$ cat src/rtl/cpx_pkg.sv
// Shared types for the coprocessor window decoder.
// Assumes: nothing beyond IEEE 1800-2017.
package cpx_pkg;

    // Target selected by one coprocessor address.
    typedef enum logic [2:0] {
        TGT_NONE,
        TGT_RAM,
        TGT_FM,
        TGT_BANK,
        TGT_VIDEO,
        TGT_WINDOW
    } cpx_tgt_e;

    // States of the main-bus transfer sequencer.
    typedef enum logic [2:0] {
        MS_IDLE,
        MS_DMA_WAIT,
        MS_REQ,
        MS_HOLD,
        MS_DONE
    } cpx_mstate_e;

endpackage

$ cat src/rtl/cpx_addr_decode.sv
// Address decoder: maps a coprocessor address to a target and forms the
// main-bus address for the video and banked window regions.
// Assumes: CP_AW-1 equals MB_AW-BANK_W, so the window offset fills the
// space below the bank bits.
module cpx_addr_decode
    import cpx_pkg::*;
#(
    parameter int CP_AW      = 16,
    parameter int MB_AW      = 24,
    parameter int BANK_W     = 9,
    parameter logic [7:0] BANK_PAGE  = 8'h60,
    parameter logic [7:0] VIDEO_PAGE = 8'h7F,
    parameter logic [MB_AW-1:0] VIDEO_BASE = 24'hC00000
) (
    input  logic [CP_AW-1:0]  addr,
    input  logic [BANK_W-1:0] bank,
    output cpx_tgt_e          tgt,
    output logic [MB_AW-1:0]  mb_addr
);
    localparam int OFS_W  = MB_AW - BANK_W;
    localparam int REG_LO = CP_AW - 3;

    logic [2:0] region;
    logic [7:0] page;

    assign region = addr[CP_AW-1:REG_LO];
    assign page   = addr[CP_AW-1:CP_AW-8];

    // Pick the target from the region bits and, in region 3, the page.
    always_comb begin
        unique case (region)
            3'd0, 3'd1: tgt = TGT_RAM;
            3'd2:       tgt = TGT_FM;
            3'd3: begin
                if (page == BANK_PAGE)       tgt = TGT_BANK;
                else if (page == VIDEO_PAGE) tgt = TGT_VIDEO;
                else                         tgt = TGT_NONE;
            end
            default:    tgt = TGT_WINDOW;
        endcase
    end

    // Form the main-bus address: fixed video base or bank plus offset.
    always_comb begin
        if (tgt == TGT_VIDEO)
            mb_addr = {VIDEO_BASE[MB_AW-1:8], addr[7:0]};
        else
            mb_addr = {bank, addr[OFS_W-1:0]};
    end

endmodule

$ cat src/rtl/cpx_bank_shift.sv
// Bank register: a serially loaded shift register that moves the new bit
// in at the top and shifts the rest down by one.
// Assumes: shift_en is high for one cycle per bank write.
module cpx_bank_shift #(
    parameter int BANK_W = 9
) (
    input  logic              clk,
    input  logic              rst_n,
    input  logic              shift_en,
    input  logic              bit_in,
    output logic [BANK_W-1:0] bank
);
    logic [BANK_W-1:0] bank_q;

    // Shift one bit in at the top on each bank write.
    always_ff @(posedge clk) begin
        if (!rst_n)
            bank_q <= '0;
        else if (shift_en)
            bank_q <= {bit_in, bank_q[BANK_W-1:1]};
    end

    assign bank = bank_q;

    p_bank_hold_r3: assert property (@(posedge clk) disable iff (!rst_n)
        !shift_en |=> $stable(bank_q))
        else $error("bank changed without a bank write");

endmodule

$ cat src/rtl/cpx_mbus_seq.sv
// Main-bus sequencer: waits out video DMA, requests the bus, captures read
// data on the grant, then counts WAIT_CYCLES before signalling completion.
// Assumes: start stays high from the first cycle of the access until done,
// WAIT_CYCLES >= 1, and mb_gnt completes the transfer in its cycle.
module cpx_mbus_seq
    import cpx_pkg::*;
#(
    parameter int DW          = 8,
    parameter int WAIT_CYCLES = 45
) (
    input  logic          clk,
    input  logic          rst_n,
    input  logic          start,
    input  logic          dma_busy,
    input  logic          mb_gnt,
    input  logic [DW-1:0] mb_rdata,
    output logic          mb_req,
    output logic          done,
    output logic [DW-1:0] rdata
);
    localparam int CW = $clog2(WAIT_CYCLES + 1);
    localparam logic [CW-1:0] LAST = CW'(WAIT_CYCLES - 1);

    cpx_mstate_e   state_q, state_d;
    logic [CW-1:0] cnt_q;
    logic [DW-1:0] rdata_q;

    // The request is withdrawn at once if DMA takes the bus.
    assign mb_req = (state_q == MS_REQ) && !dma_busy;
    assign done   = (state_q == MS_DONE);
    assign rdata  = rdata_q;

    // Next state of the transfer sequence.
    always_comb begin
        state_d = state_q;
        unique case (state_q)
            MS_IDLE:     if (start) state_d = dma_busy ? MS_DMA_WAIT : MS_REQ;
            MS_DMA_WAIT: if (!dma_busy) state_d = MS_REQ;
            MS_REQ: begin
                if (dma_busy)    state_d = MS_DMA_WAIT;
                else if (mb_gnt) state_d = MS_HOLD;
            end
            MS_HOLD:     if (cnt_q == LAST) state_d = MS_DONE;
            MS_DONE:     state_d = MS_IDLE;
            default:     state_d = MS_IDLE;
        endcase
    end

    // State register.
    always_ff @(posedge clk) begin
        if (!rst_n) state_q <= MS_IDLE;
        else        state_q <= state_d;
    end

    // Wait counter, cleared on grant and advanced while holding.
    always_ff @(posedge clk) begin
        if (!rst_n)                       cnt_q <= '0;
        else if (mb_req && mb_gnt)        cnt_q <= '0;
        else if (state_q == MS_HOLD)      cnt_q <= cnt_q + 1'b1;
    end

    // Read data captured in the grant cycle.
    always_ff @(posedge clk) begin
        if (!rst_n)                rdata_q <= '0;
        else if (mb_req && mb_gnt) rdata_q <= mb_rdata;
    end

    p_cnt_range_r8: assert property (@(posedge clk) disable iff (!rst_n)
        (state_q == MS_HOLD) |-> (cnt_q <= LAST))
        else $error("wait counter past its limit");

    p_done_single_r8: assert property (@(posedge clk) disable iff (!rst_n)
        done |=> !done)
        else $error("completion held for more than one cycle");

    p_hold_after_grant_r8: assert property (@(posedge clk) disable iff (!rst_n)
        (mb_req && mb_gnt) |=> (state_q == MS_HOLD && !mb_req))
        else $error("grant did not start the wait period");

endmodule

$ cat src/rtl/cpx_window_decoder.sv
// Top: routes coprocessor accesses to RAM, FM port, bank register, video
// window or banked main-bus window, and stalls main-bus accesses with ready.
// Assumes: the coprocessor holds address, data and one strobe until the cycle
// in which cp_ready is high, then drops the strobe before the next edge.
module cpx_window_decoder
    import cpx_pkg::*;
#(
    parameter int CP_AW       = 16,
    parameter int DW          = 8,
    parameter int RAM_AW      = 13,
    parameter int FM_SW       = 2,
    parameter int BANK_W      = 9,
    parameter int MB_AW       = 24,
    parameter int WAIT_CYCLES = 45
) (
    input  logic              clk,
    input  logic              rst_n,
    input  logic [CP_AW-1:0]  cp_addr,
    input  logic [DW-1:0]     cp_wdata,
    input  logic              cp_rd,
    input  logic              cp_wr,
    output logic [DW-1:0]     cp_rdata,
    output logic              cp_ready,
    output logic [RAM_AW-1:0] ram_addr,
    output logic              ram_we,
    output logic [DW-1:0]     ram_wdata,
    input  logic [DW-1:0]     ram_rdata,
    output logic [FM_SW-1:0]  fm_sel,
    output logic              fm_wr,
    output logic              fm_rd,
    output logic [DW-1:0]     fm_wdata,
    input  logic [DW-1:0]     fm_rdata,
    input  logic              dma_busy,
    output logic              mb_req,
    output logic [MB_AW-1:0]  mb_addr,
    output logic              mb_we,
    output logic [DW-1:0]     mb_wdata,
    input  logic              mb_gnt,
    input  logic [DW-1:0]     mb_rdata
);
    localparam logic [DW-1:0] OPEN_BUS = '1;

    cpx_tgt_e          tgt;
    logic [BANK_W-1:0] bank;
    logic              bank_we;
    logic              is_mb;
    logic              mb_start;
    logic              seq_done;
    logic [DW-1:0]     seq_rdata;

    cpx_addr_decode #(
        .CP_AW (CP_AW),
        .MB_AW (MB_AW),
        .BANK_W(BANK_W)
    ) u_decode (
        .addr   (cp_addr),
        .bank   (bank),
        .tgt    (tgt),
        .mb_addr(mb_addr)
    );

    cpx_bank_shift #(
        .BANK_W(BANK_W)
    ) u_bank (
        .clk     (clk),
        .rst_n   (rst_n),
        .shift_en(bank_we),
        .bit_in  (cp_wdata[0]),
        .bank    (bank)
    );

    cpx_mbus_seq #(
        .DW         (DW),
        .WAIT_CYCLES(WAIT_CYCLES)
    ) u_seq (
        .clk     (clk),
        .rst_n   (rst_n),
        .start   (mb_start),
        .dma_busy(dma_busy),
        .mb_gnt  (mb_gnt),
        .mb_rdata(mb_rdata),
        .mb_req  (mb_req),
        .done    (seq_done),
        .rdata   (seq_rdata)
    );

    // Target strobes and pass-through data paths.
    always_comb begin
        ram_addr  = cp_addr[RAM_AW-1:0];
        ram_wdata = cp_wdata;
        ram_we    = cp_wr && (tgt == TGT_RAM);
        fm_sel    = cp_addr[FM_SW-1:0];
        fm_wdata  = cp_wdata;
        fm_wr     = cp_wr && (tgt == TGT_FM);
        fm_rd     = cp_rd && (tgt == TGT_FM);
        bank_we   = cp_wr && (tgt == TGT_BANK);
        is_mb     = (tgt == TGT_VIDEO) || (tgt == TGT_WINDOW);
        mb_start  = (cp_rd || cp_wr) && is_mb;
        mb_we     = cp_wr;
        mb_wdata  = cp_wdata;
    end

    // Read data multiplexer and ready generation.
    always_comb begin
        unique case (tgt)
            TGT_RAM:                cp_rdata = ram_rdata;
            TGT_FM:                 cp_rdata = fm_rdata;
            TGT_VIDEO, TGT_WINDOW:  cp_rdata = seq_rdata;
            default:                cp_rdata = OPEN_BUS;
        endcase
        cp_ready = mb_start ? seq_done : 1'b1;
    end

    p_one_target_r6: assert property (@(posedge clk) disable iff (!rst_n)
        $onehot0({ram_we, fm_wr, fm_rd, mb_req, bank_we}))
        else $error("more than one target strobed");

    p_stall_on_req_r8: assert property (@(posedge clk) disable iff (!rst_n)
        mb_req |-> !cp_ready)
        else $error("ready high while the main bus is requested");

    p_no_req_in_dma_r7: assert property (@(posedge clk) disable iff (!rst_n)
        dma_busy |-> !mb_req)
        else $error("main-bus request during DMA");

    p_addr_steady_r9: assert property (@(posedge clk) disable iff (!rst_n)
        (mb_req && !mb_gnt) |=> (!mb_req || $stable(mb_addr)))
        else $error("main-bus address moved during a pending request");

endmodule

$ cat config.mk
export PLATFORM = sky130hd
export DESIGN_NAME = cpx_window_decoder
export DESIGN_NICKNAME = d
export VERILOG_FILES = /design/src/rtl/cpx_pkg.sv /design/src/rtl/cpx_addr_decode.sv /design/src/rtl/cpx_bank_shift.sv /design/src/rtl/cpx_mbus_seq.sv /design/src/rtl/cpx_window_decoder.sv
export SDC_FILE = /design/constraint.sdc
export NUM_CORES = 1
export LEC_CHECK = 0
export BUFFER_PORTS_ARGS = -buffer_cell sky130_fd_sc_hd__buf_4
export CAP_MARGIN = 25
export CORE_UTILIZATION = 35
export CTS_CLUSTER_DIAMETER = 30
export DETAILED_ROUTE_END_ITERATION = 12
export PLACE_DENSITY = 0.81
export SETUP_SLACK_MARGIN = 0.2
export SLEW_MARGIN = 25
export SYNTH_ARGS = -nofsm -noshare
export SYNTH_HDL_FRONTEND = slang
export SYNTH_SLANG_ARGS = --single-unit
$ cat constraint.sdc
create_clock -name clk -period 3.2 [get_ports clk]
set_input_delay 0.32 -clock clk [delete_from_list [all_inputs] [get_ports clk]]
set_output_delay 0.32 -clock clk [all_outputs]
set_load 0.01 [all_outputs]
==> impl_metrics.py, run 1 <==
metrics = {
    "clock_network": {
        "cts_resized": 0,
        "cts-root-buf": "clkbuf_8",
        "hold_buffers": 0,
        "cts.clk_slew.worst_paths_ps": 90,
        "clk_latency_ps": 280,
        "cts_buffer_depth": 2,
        "htreeDepth": 1,
        "cts.sinks": 26,
        "cts_setup_buffers": 0,
        "tritoncts": "built",
        "numCtsBuffers": 3,
    },
    "outcome": {
        "outcome": "finished, final reports clean",
    },
    "synthesis": {
        "syn_area_um2": 1840,
        "synth_top_family_by_area": "simple AND/OR/NAND/NOR gates",
        "synth_xor_area_share_pct": 2.38,
        "seq_area_frac_synth_pct": 28.3,
        "synth_cell_types": 41,
        "syn_inst": 234,
        "synthMuxAreaShare_pct": 5.44,
        "synthAdderAreaFrac_pct": 1.36,
        "synth_nets": 290,
        "async_reset_ff_share_pct": 0,
        "synth_simple_gate_area_share_pct": 27.9,
        "synth_flop_cell": "dfxtp_1",
        "avgSynthCellArea_um2": 7.87,
        "synth_warnings": 0,
        "synth_edf_count": 0,
        "ys_ff_latch": 26,
        "synth-compound-area-share_pct": 10.9,
    },
    "timing": {
        "max_slew_margin_pct": 57.4,
        "fin_skew_ps": 5.23,
        "fin_tns_setup_ps": 0,
        "tightest_slew_ps": 636,
        "finalHoldViolCount": 0,
        "finalCritPeriodShare_pct": 62.1,
        "fmax_mhz": 503,
        "rsz0062_at_grt": "no",
        "setup_viol": 0,
        "min_period_ps": 1990,
        "drv_slew": 0,
    },
    "setup_path": {
        "required_ps": 2880,
        "r2r_slack_ps": 1620,
        "r2r-end": "u_seq.state_q[1]",
        "worstRegToRegCells": 5,
        "worstPathArrival_ps": 1670,
        "cp-start-kind": "primary input",
        "crit_path_end_kind": "primary output",
        "setup.worst_path.end": "cp_rdata[2]",
        "path_max_fanout": 10,
        "worstSetupPathType": "primary input to primary output",
        "r2r_start": "u_seq.state_q[0]",
        "critPathLaunch": "cp_addr[11]",
    },
    "cells_and_area": {
        "nNetsFinal": 315,
        "syn_to_final_growth_pct": 17.7,
        "antennaDiodeCount": 0,
        "layout_common_cells": "78 x buf_4, 29 x nor2_1, 26 x dfxtp_1, 18 x nand2_1, 14 x nor2b_1",
        "layout-drive-gt1-share_pct": 35.3,
        "final_common_cell": "buf_4",
        "utilization_pct": 42.7,
        "final_cells": 328,
        "fillers": 523,
    },
    "detailed_routing": {
        "ant_nets": 0,
        "wl_per_cell_um": 12.7,
        "dr.pass1.iters": 4,
        "drc": 0,
        "vias": 1581,
        "drtIter0Drc": 63,
        "routed_via_density": 4.82,
        "drt-total-wl_um": 4180,
    },
    "job": {
        "maxCapViolations": 0,
    },
    "power": {
        "irDropWorstVdd_v": 0.000209,
        "p_leak_nw": 1.01,
        "power_density_nw_per_um2": 371,
    },
    "floorplanning": {
        "core_um2": 5070,
        "rows": 26,
        "die_w_um": 74.5,
        "start_util_pct": 36.3,
        "die_y_um": 74.5,
        "ios": 131,
        "die_area_um2": 5550,
    },
    "place": {
        "placed_cells": 324,
        "portBuffers": 76,
        "hpwl_um": 3180,
        "gp_congestion": 0.805,
    },
    "hold_path": {
        "min-delay-start": "mb_rdata[4]",
        "hold_class": "primary input to register",
    },
    "global_routing": {
        "grt_pass1_vias": 1451,
        "grtUsageTotal_pct": 15.1,
        "grt_max_degree": 20,
        "grt-ovfl-total": 0,
        "grt_first_pass_wirelength_um": 6390,
        "antenna_found_initial": 0,
    },
}
==> metal layers <==
metal	wire (um)	part of all wire (%)	GRT usage (%)
met4	75	1.8	5.03
met2	2010	48	26.6
met3	300	7.2	2.98
met1	1790	43	18.3
met5	0	0	0
==> state kept, by name, indices dropped and copies added, names as in the netlist <==
signal	count
u_seq.rdata	8
u_seq.cnt_q	6
u_seq.state_q	3
u_bank.bank	9
==> synth_stat cells (2+ instances only) <==
cell / number / area, um^2
a22oi_1: 8 / 60.1
nor2_1: 29 / 109
ha_1: 2 / 25.0
nand3_1: 11 / 55.1
o21ai_1: 8 / 40.0
dfxtp_1: 26 / 521
nor2b_1: 14 / 87.6
nand4_1: 3 / 18.8
and2_1: 2 / 12.5
inv_1: 4 / 15.0
clkbuf_1: 3 / 11.3
buf_2: 4 / 20.0
xnor2_1: 3 / 26.3
mux2i_1: 10 / 100
nand2_1: 18 / 67.6
nor3_1: 3 / 15.0
a21oi_1: 10 / 50.1
xor2_1: 2 / 17.5
buf_4: 50 / 375
or2_2: 2 / 12.5
nand2b_1: 2 / 12.5
==> per-stage QoR <==
stage / hold WS, ps / total power [W] / cell area, um^2 / setup slack [ps]
after detailed placement: 447 / 0.000534 / 2100 / 1190
after CTS: 287 / 0.000811 / 2170 / 1180
after floorplan: 436 / 0.000504 / 1840 / 1710
after global routing: 290 / 0.000840 / 2170 / 1090
final: 290 / 0.000803 / 2170 / 1210
after global placement: 442 / 0.000530 / 2100 / 1250
==> critical path, cell delays in order <==
cell and delay, ps:
buf_4 100, nand4_2 160, o21ai_2 420, or2_1 360, o21ai_1 140, buf_4 160
==> logic make-up after synthesis <==
group / after synthesis
buffers and inverters: 63
DFF: 26
xor gates and xnor gates: 5
muxes: 10
and+or+nand+nor: 96
adders and majority gates: 2
AOI/OAI and AO/OA: 32
==> final cells by class <==
cell class              count  area, um^2  area share (%)
clock inverters             1        30.0            1.39
flip-flops and latches     26         520            24.0
well taps                  70        87.6            4.04
clock buffers               3        41.3            1.91
multi-input cells         145         883            40.8
repair buffers             78         586            27.0
inverters                   5        18.8           0.866
==> worst min-delay path by stage <==
| stage | endpoint | slack, ps | cells past startpoint |
|---|---|---|---|
| 2_1_floorplan | u_seq.rdata[0] | 440 | 2 |
| 3_3_place_gp | u_seq.rdata[5] | 440 | 2 |
| 6_report | u_seq.rdata[4] | 290 | 3 |
| 4_1_cts | u_seq.rdata[4] | 290 | 3 |
| 3_5_place_dp | u_seq.rdata[5] | 450 | 2 |
| 5_1_grt | u_seq.rdata[5] | 290 | 3 |
==> power breakdown <==
| part | total (W) | leakage, nW | switching (W) | internal [W] |
|---|---|---|---|---|
| Clock | 0.000277 | 0.0357 | 0.000109 | 0.000168 |
| Combinational | 0.000180 | 0.764 | 0.0000877 | 0.0000925 |
| Sequential | 0.000346 | 0.210 | 0.0000139 | 0.000332 |
(Power assumes the default switching activity.)
==> inputs of run 2 (changes only) <==
Clock period 3.2 ns to 2 ns, I/O delays scaled along.
==> run 2 against run 1 <==
Clock power up 58%. Non-clock buffer count increased by 4. Largest power group unchanged. Largest cell class unchanged. Wire length rose by 3.0%. Power increased by 60%. Highest routed layer unchanged.
==> impl_metrics.py, run 2 (synthesized netlist as in run 1, its figures left out) <==
metrics = {
    "cells_and_area": {
        "layout_common_cells": "82 x buf_4, 29 x nor2_1, 26 x dfxtp_1, 18 x nand2_1, 14 x nor2b_1",
        "layout-drive-gt1-share_pct": 36.3,
        "syn_to_final_growth_pct": 19.4,
        "final_common_cell": "buf_4",
        "nNetsFinal": 319,
        "final_cells": 332,
        "fillers": 533,
        "antennaDiodeCount": 0,
        "largest_reg_flops": 9,
    },
    "timing": {
        "min_period_ps": 1650,
        "max_slew_margin_pct": 75.4,
        "fin_tns_setup_ps": 0,
        "rsz0062_at_grt": "no",
        "finalHoldViolCount": 0,
        "fmax_mhz": 607,
        "drv_slew": 0,
        "tightest_slew_ps": 369,
        "finalCritPeriodShare_pct": 82.4,
        "setup_viol": 0,
        "layout_setup_ws_ps": 352,
        "fin_skew_ps": 6.54,
    },
    "setup_path": {
        "crit_chain": "nor4b_2 -> buf_4 -> buf_4",
        "worstPathArrival_ps": 1450,
        "worstSetupPathType": "register to primary output",
        "crit_path_end_kind": "primary output",
        "worst_path_most_repeated_cell": "buf_4",
        "cp-start-kind": "register",
        "crit_buf_inv": 2,
        "critPathMaxStageDelay_ps": 480,
        "cp_top_family": "flip-flops",
        "path_max_fanout": 10,
        "required_ps": 1800,
        "slowest_stage": "dfxtp_1",
    },
    "clock_network": {
        "cts_buffer_depth": 2,
        "cts_resized": 0,
        "htreeDepth": 1,
        "hold_buffers": 0,
        "tritoncts": "built",
        "cts.sinks": 26,
        "cts-root-buf": "clkbuf_8",
        "numCtsBuffers": 3,
        "cts.clk_slew.worst_paths_ps": 90,
        "cts_setup_buffers": 0,
        "clk_latency_ps": 270,
    },
    "global_routing": {
        "grt-ovfl-total": 0,
        "antenna_found_initial": 0,
        "grtUsageTotal_pct": 16.0,
        "grt_max_degree": 17,
        "grt_first_pass_wirelength_um": 6730,
        "grt_pass1_vias": 1508,
    },
    "detailed_routing": {
        "ant_nets": 0,
        "vias": 1616,
        "dr.pass1.iters": 4,
        "drc": 0,
        "drt-total-wl_um": 4300,
        "routed_via_density": 4.87,
        "drtIter0Drc": 23,
        "wl_per_cell_um": 13.0,
    },
    "place": {
        "place_ws_ps": 525,
        "portBuffers": 76,
        "hpwl_um": 3250,
        "gp_congestion": 0.859,
        "placed_cells": 328,
    },
    "hold_path": {
        "hold_class": "primary input to register",
    },
    "outcome": {
        "outcome": "finished, final reports clean",
    },
    "power": {
        "p_leak_nw": 1.03,
        "power_density_nw_per_um2": 585,
        "irDropWorstVdd_v": 0.000250,
    },
    "floorplanning": {
        "start_util_pct": 36.3,
        "die_w_um": 74.5,
        "ios": 131,
        "rows": 26,
        "core_um2": 5070,
        "die_area_um2": 5550,
        "die_y_um": 74.5,
    },
    "job": {
        "maxCapViolations": 0,
    },
}
run 2: worst paths after layout:
| kind | slack, ps | depth (start not counted) | to | start |
|---|---|---|---|---|
| min reg2reg | 460 | 2 | u_seq.rdata[7] | u_seq.rdata[7] |
| min | 180 | 3 | u_seq.rdata[3] | mb_rdata[3] |
| max reg2reg | 540 | 5 | u_seq.cnt_q[2] | u_seq.state_q[1] |
| max | 350 | 3 | mb_req | u_seq.state_q[1] |
run 2: report_power, final:
group / total [W] / internal, W / switching, W
sequential: 0.000556 / 0.000532 / 0.0000246
clock: 0.000437 / 0.000268 / 0.000169
combinational: 0.000292 / 0.000151 / 0.000141
run 2: cell type report:
cell class	instances	area [um^2]	area share [%]
well taps	70	87.6	3.99
clock buffers	3	41.3	1.88
inverters	5	18.8	0.854
repair buffers	82	616	28.0
multi-input cells	145	883	40.2
clock inverters	1	30.0	1.37
flip-flops and latches	26	520	23.7
run 2: tightest hold or removal path, delay by kind of cell:
kind / cells / cell delay [ps]
AND/OR/NAND/NOR: 1 / 50
buffers and inverters: 1 / 110
AO/OA/AOI/OAI: 1 / 50
run 2: layer usage:
| metal | track usage, % | wire (um) |
|---|---|---|
| met1 | 19.7 | 1880 |
| met2 | 27.2 | 2010 |
| met3 | 2.71 | 306 |
| met4 | 7.13 | 104 |
| met5 | 0 | 0 |
run 2: per-stage QoR:
step | util, % | hold WS (ps) | power, W | area, um^2
after floorplan | - | 344 | 0.000806 | 1840
after global placement | 41.9 | 400 | 0.000851 | 2130
after detailed placement | 41.9 | 400 | 0.000857 | 2130
after CTS | 43.3 | 171 | 0.00130 | 2200
after global routing | 43.3 | 178 | 0.00135 | 2200
final | 43.3 | 178 | 0.00129 | 2200
==> inputs of run 3 (changes only) <==
Clock period 2 ns to 1.7 ns, I/O delays scaled along.
==> run 3 against run 2 <==
Final cell count grew 0.30%. First-iteration DRC count increased by 83%. Die area stayed put. Largest power group unchanged. Design area about the same. Largest cell class unchanged. Sequential cell count did not move.
==> impl_metrics.py, run 3 (synthesized netlist as in run 1, its figures left out) <==
metrics = {
    "floorplanning": {
        "rows": 26,
        "core_um2": 5070,
        "start_util_pct": 36.3,
        "die_w_um": 74.5,
        "ios": 131,
        "die_area_um2": 5550,
        "die_y_um": 74.5,
    },
    "detailed_routing": {
        "vias": 1616,
        "drt-total-wl_um": 4230,
        "wl_per_cell_um": 12.7,
        "dr.pass1.iters": 4,
        "drtIter0Drc": 42,
        "ant_nets": 0,
        "drc": 0,
        "routed_via_density": 4.85,
    },
    "clock_network": {
        "cts-root-buf": "clkbuf_8",
        "cts_buffer_depth": 2,
        "clk_latency_ps": 270,
        "cts.clk_slew.worst_paths_ps": 90,
        "hold_buffers": 0,
        "tritoncts": "built",
        "numCtsBuffers": 3,
        "htreeDepth": 1,
        "cts.sinks": 26,
    },
    "timing": {
        "fin_tns_setup_ps": 0,
        "min_period_ps": 1400,
        "fin_skew_ps": 4.04,
        "max_slew_margin_pct": 82.9,
        "finalHoldViolCount": 0,
        "layout_setup_ws_ps": 303,
        "fmax_mhz": 716,
        "rsz0062_at_grt": "no",
        "drv_slew": 0,
        "setup_viol": 0,
        "tightest_slew_ps": 255,
        "finalCritPeriodShare_pct": 82.2,
    },
    "power": {
        "p_leak_nw": 1.03,
        "irDropWorstVdd_v": 0.000318,
        "power_density_nw_per_um2": 616,
        "power_w": 0.00135,
    },
    "place": {
        "portBuffers": 76,
        "hpwl_um": 3210,
        "placed_area_um2": 2130,
        "gp_congestion": 0.814,
        "place_ws_ps": 268,
    },
    "cells_and_area": {
        "multi_input_area_um2": 895,
        "fillers": 540,
        "layout-drive-gt1-share_pct": 38.4,
        "antennaDiodeCount": 0,
        "utilization_pct": 43.3,
        "seq_area_um2": 526,
        "layout_common_cells": "84 x buf_4, 29 x nor2_1, 22 x dfxtp_1, 18 x nand2_1, 14 x nor2b_1",
        "fin_area_um2": 2200,
        "syn_to_final_growth_pct": 19.4,
        "largest_reg_flops": 9,
        "nNetsFinal": 321,
        "final_common_cell": "buf_4",
    },
    "setup_path": {
        "path_max_fanout": 8,
        "required_ps": 1530,
        "slowest_stage": "dfxtp_2",
        "worstSetupPathType": "register to primary output",
        "crit_buf_inv": 2,
        "worstPathArrival_ps": 1230,
        "crit_chain": "nor4b_4 -> buf_4 -> buf_4",
        "critPathMaxStageDelay_ps": 380,
        "cp-start-kind": "register",
        "cp_top_family": "flip-flops",
        "crit_path_end_kind": "primary output",
        "worst_path_most_repeated_cell": "buf_4",
    },
    "outcome": {
        "outcome": "finished, final reports clean",
    },
    "global_routing": {
        "grt_first_pass_wirelength_um": 6630,
        "grt_pass1_vias": 1514,
        "grtUsageTotal_pct": 15.9,
        "grt-ovfl-total": 0,
        "antenna_found_initial": 0,
        "grt_max_degree": 17,
    },
    "job": {
        "maxCapViolations": 0,
    },
    "hold_path": {
        "hold_class": "primary input to register",
    },
}
run 3: power by group:
| part | switching (W) | leakage (nW) | total, W | internal [W] |
|---|---|---|---|---|
| clock | 0.000186 | 0.0216 | 0.000345 | 0.000159 |
| combinational | 0.000165 | 0.797 | 0.000352 | 0.000187 |
| sequential | 0.0000297 | 0.212 | 0.000658 | 0.000628 |
| total | 0.000381 | 1.03 | 0.00135 | 0.000974 |
run 3: cell type report:
type,count,share of cell area (%)
well taps,70,3.98
multi-input cells,145,40.7
flip-flops and latches,26,23.9
inverters,5,0.854
clock buffers,3,1.88
repair buffers,84,28.7
run 3: repair_timing:
action | in CTS | in global routing
setup endpoints to repair | 1 | 22
endpoints found under the hold margin | 0 | 0
gates resized for setup | 1 | 5
setup buffers | 2 | 0
pin swaps | 1 | 0
run 3: worst register-to-register path, stage by stage, from the launching register on:
cell     delay [ps]
dfxtp_2         380
nor4b_4         290
buf_4           170
buf_4           140
nand2_4          90
nand2_2         140
nor2_1           70
run 3: path summary, 6_finish.rpt:
path	cells after the start	start	end	slack, ps
worst min register to register	2	u_seq.rdata[7]	u_seq.rdata[7]	460
worst max register to register	6	u_seq.state_q[2]	u_seq.cnt_q[4]	310
worst min-delay path	3	mb_rdata[0]	u_seq.rdata[0]	150
worst max-delay path	3	u_seq.state_q[2]	mb_req	300
run 3: routing by layer:
layer / GRT usage [%] / wire [um]
met1: 19.3 / 1810
met2: 27.0 / 2020
met3: 2.98 / 310
met4: 7.13 / 87
met5: 0 / 0
run 3: per-stage QoR:
step | instances | hold slack [ps]
6_report | 333 | 153
5_1_grt | 333 | 162
4_1_cts | 333 | 147
3_5_place_dp | 328 | 340
3_3_place_gp | 328 | 340
2_1_floorplan | 234 | 314
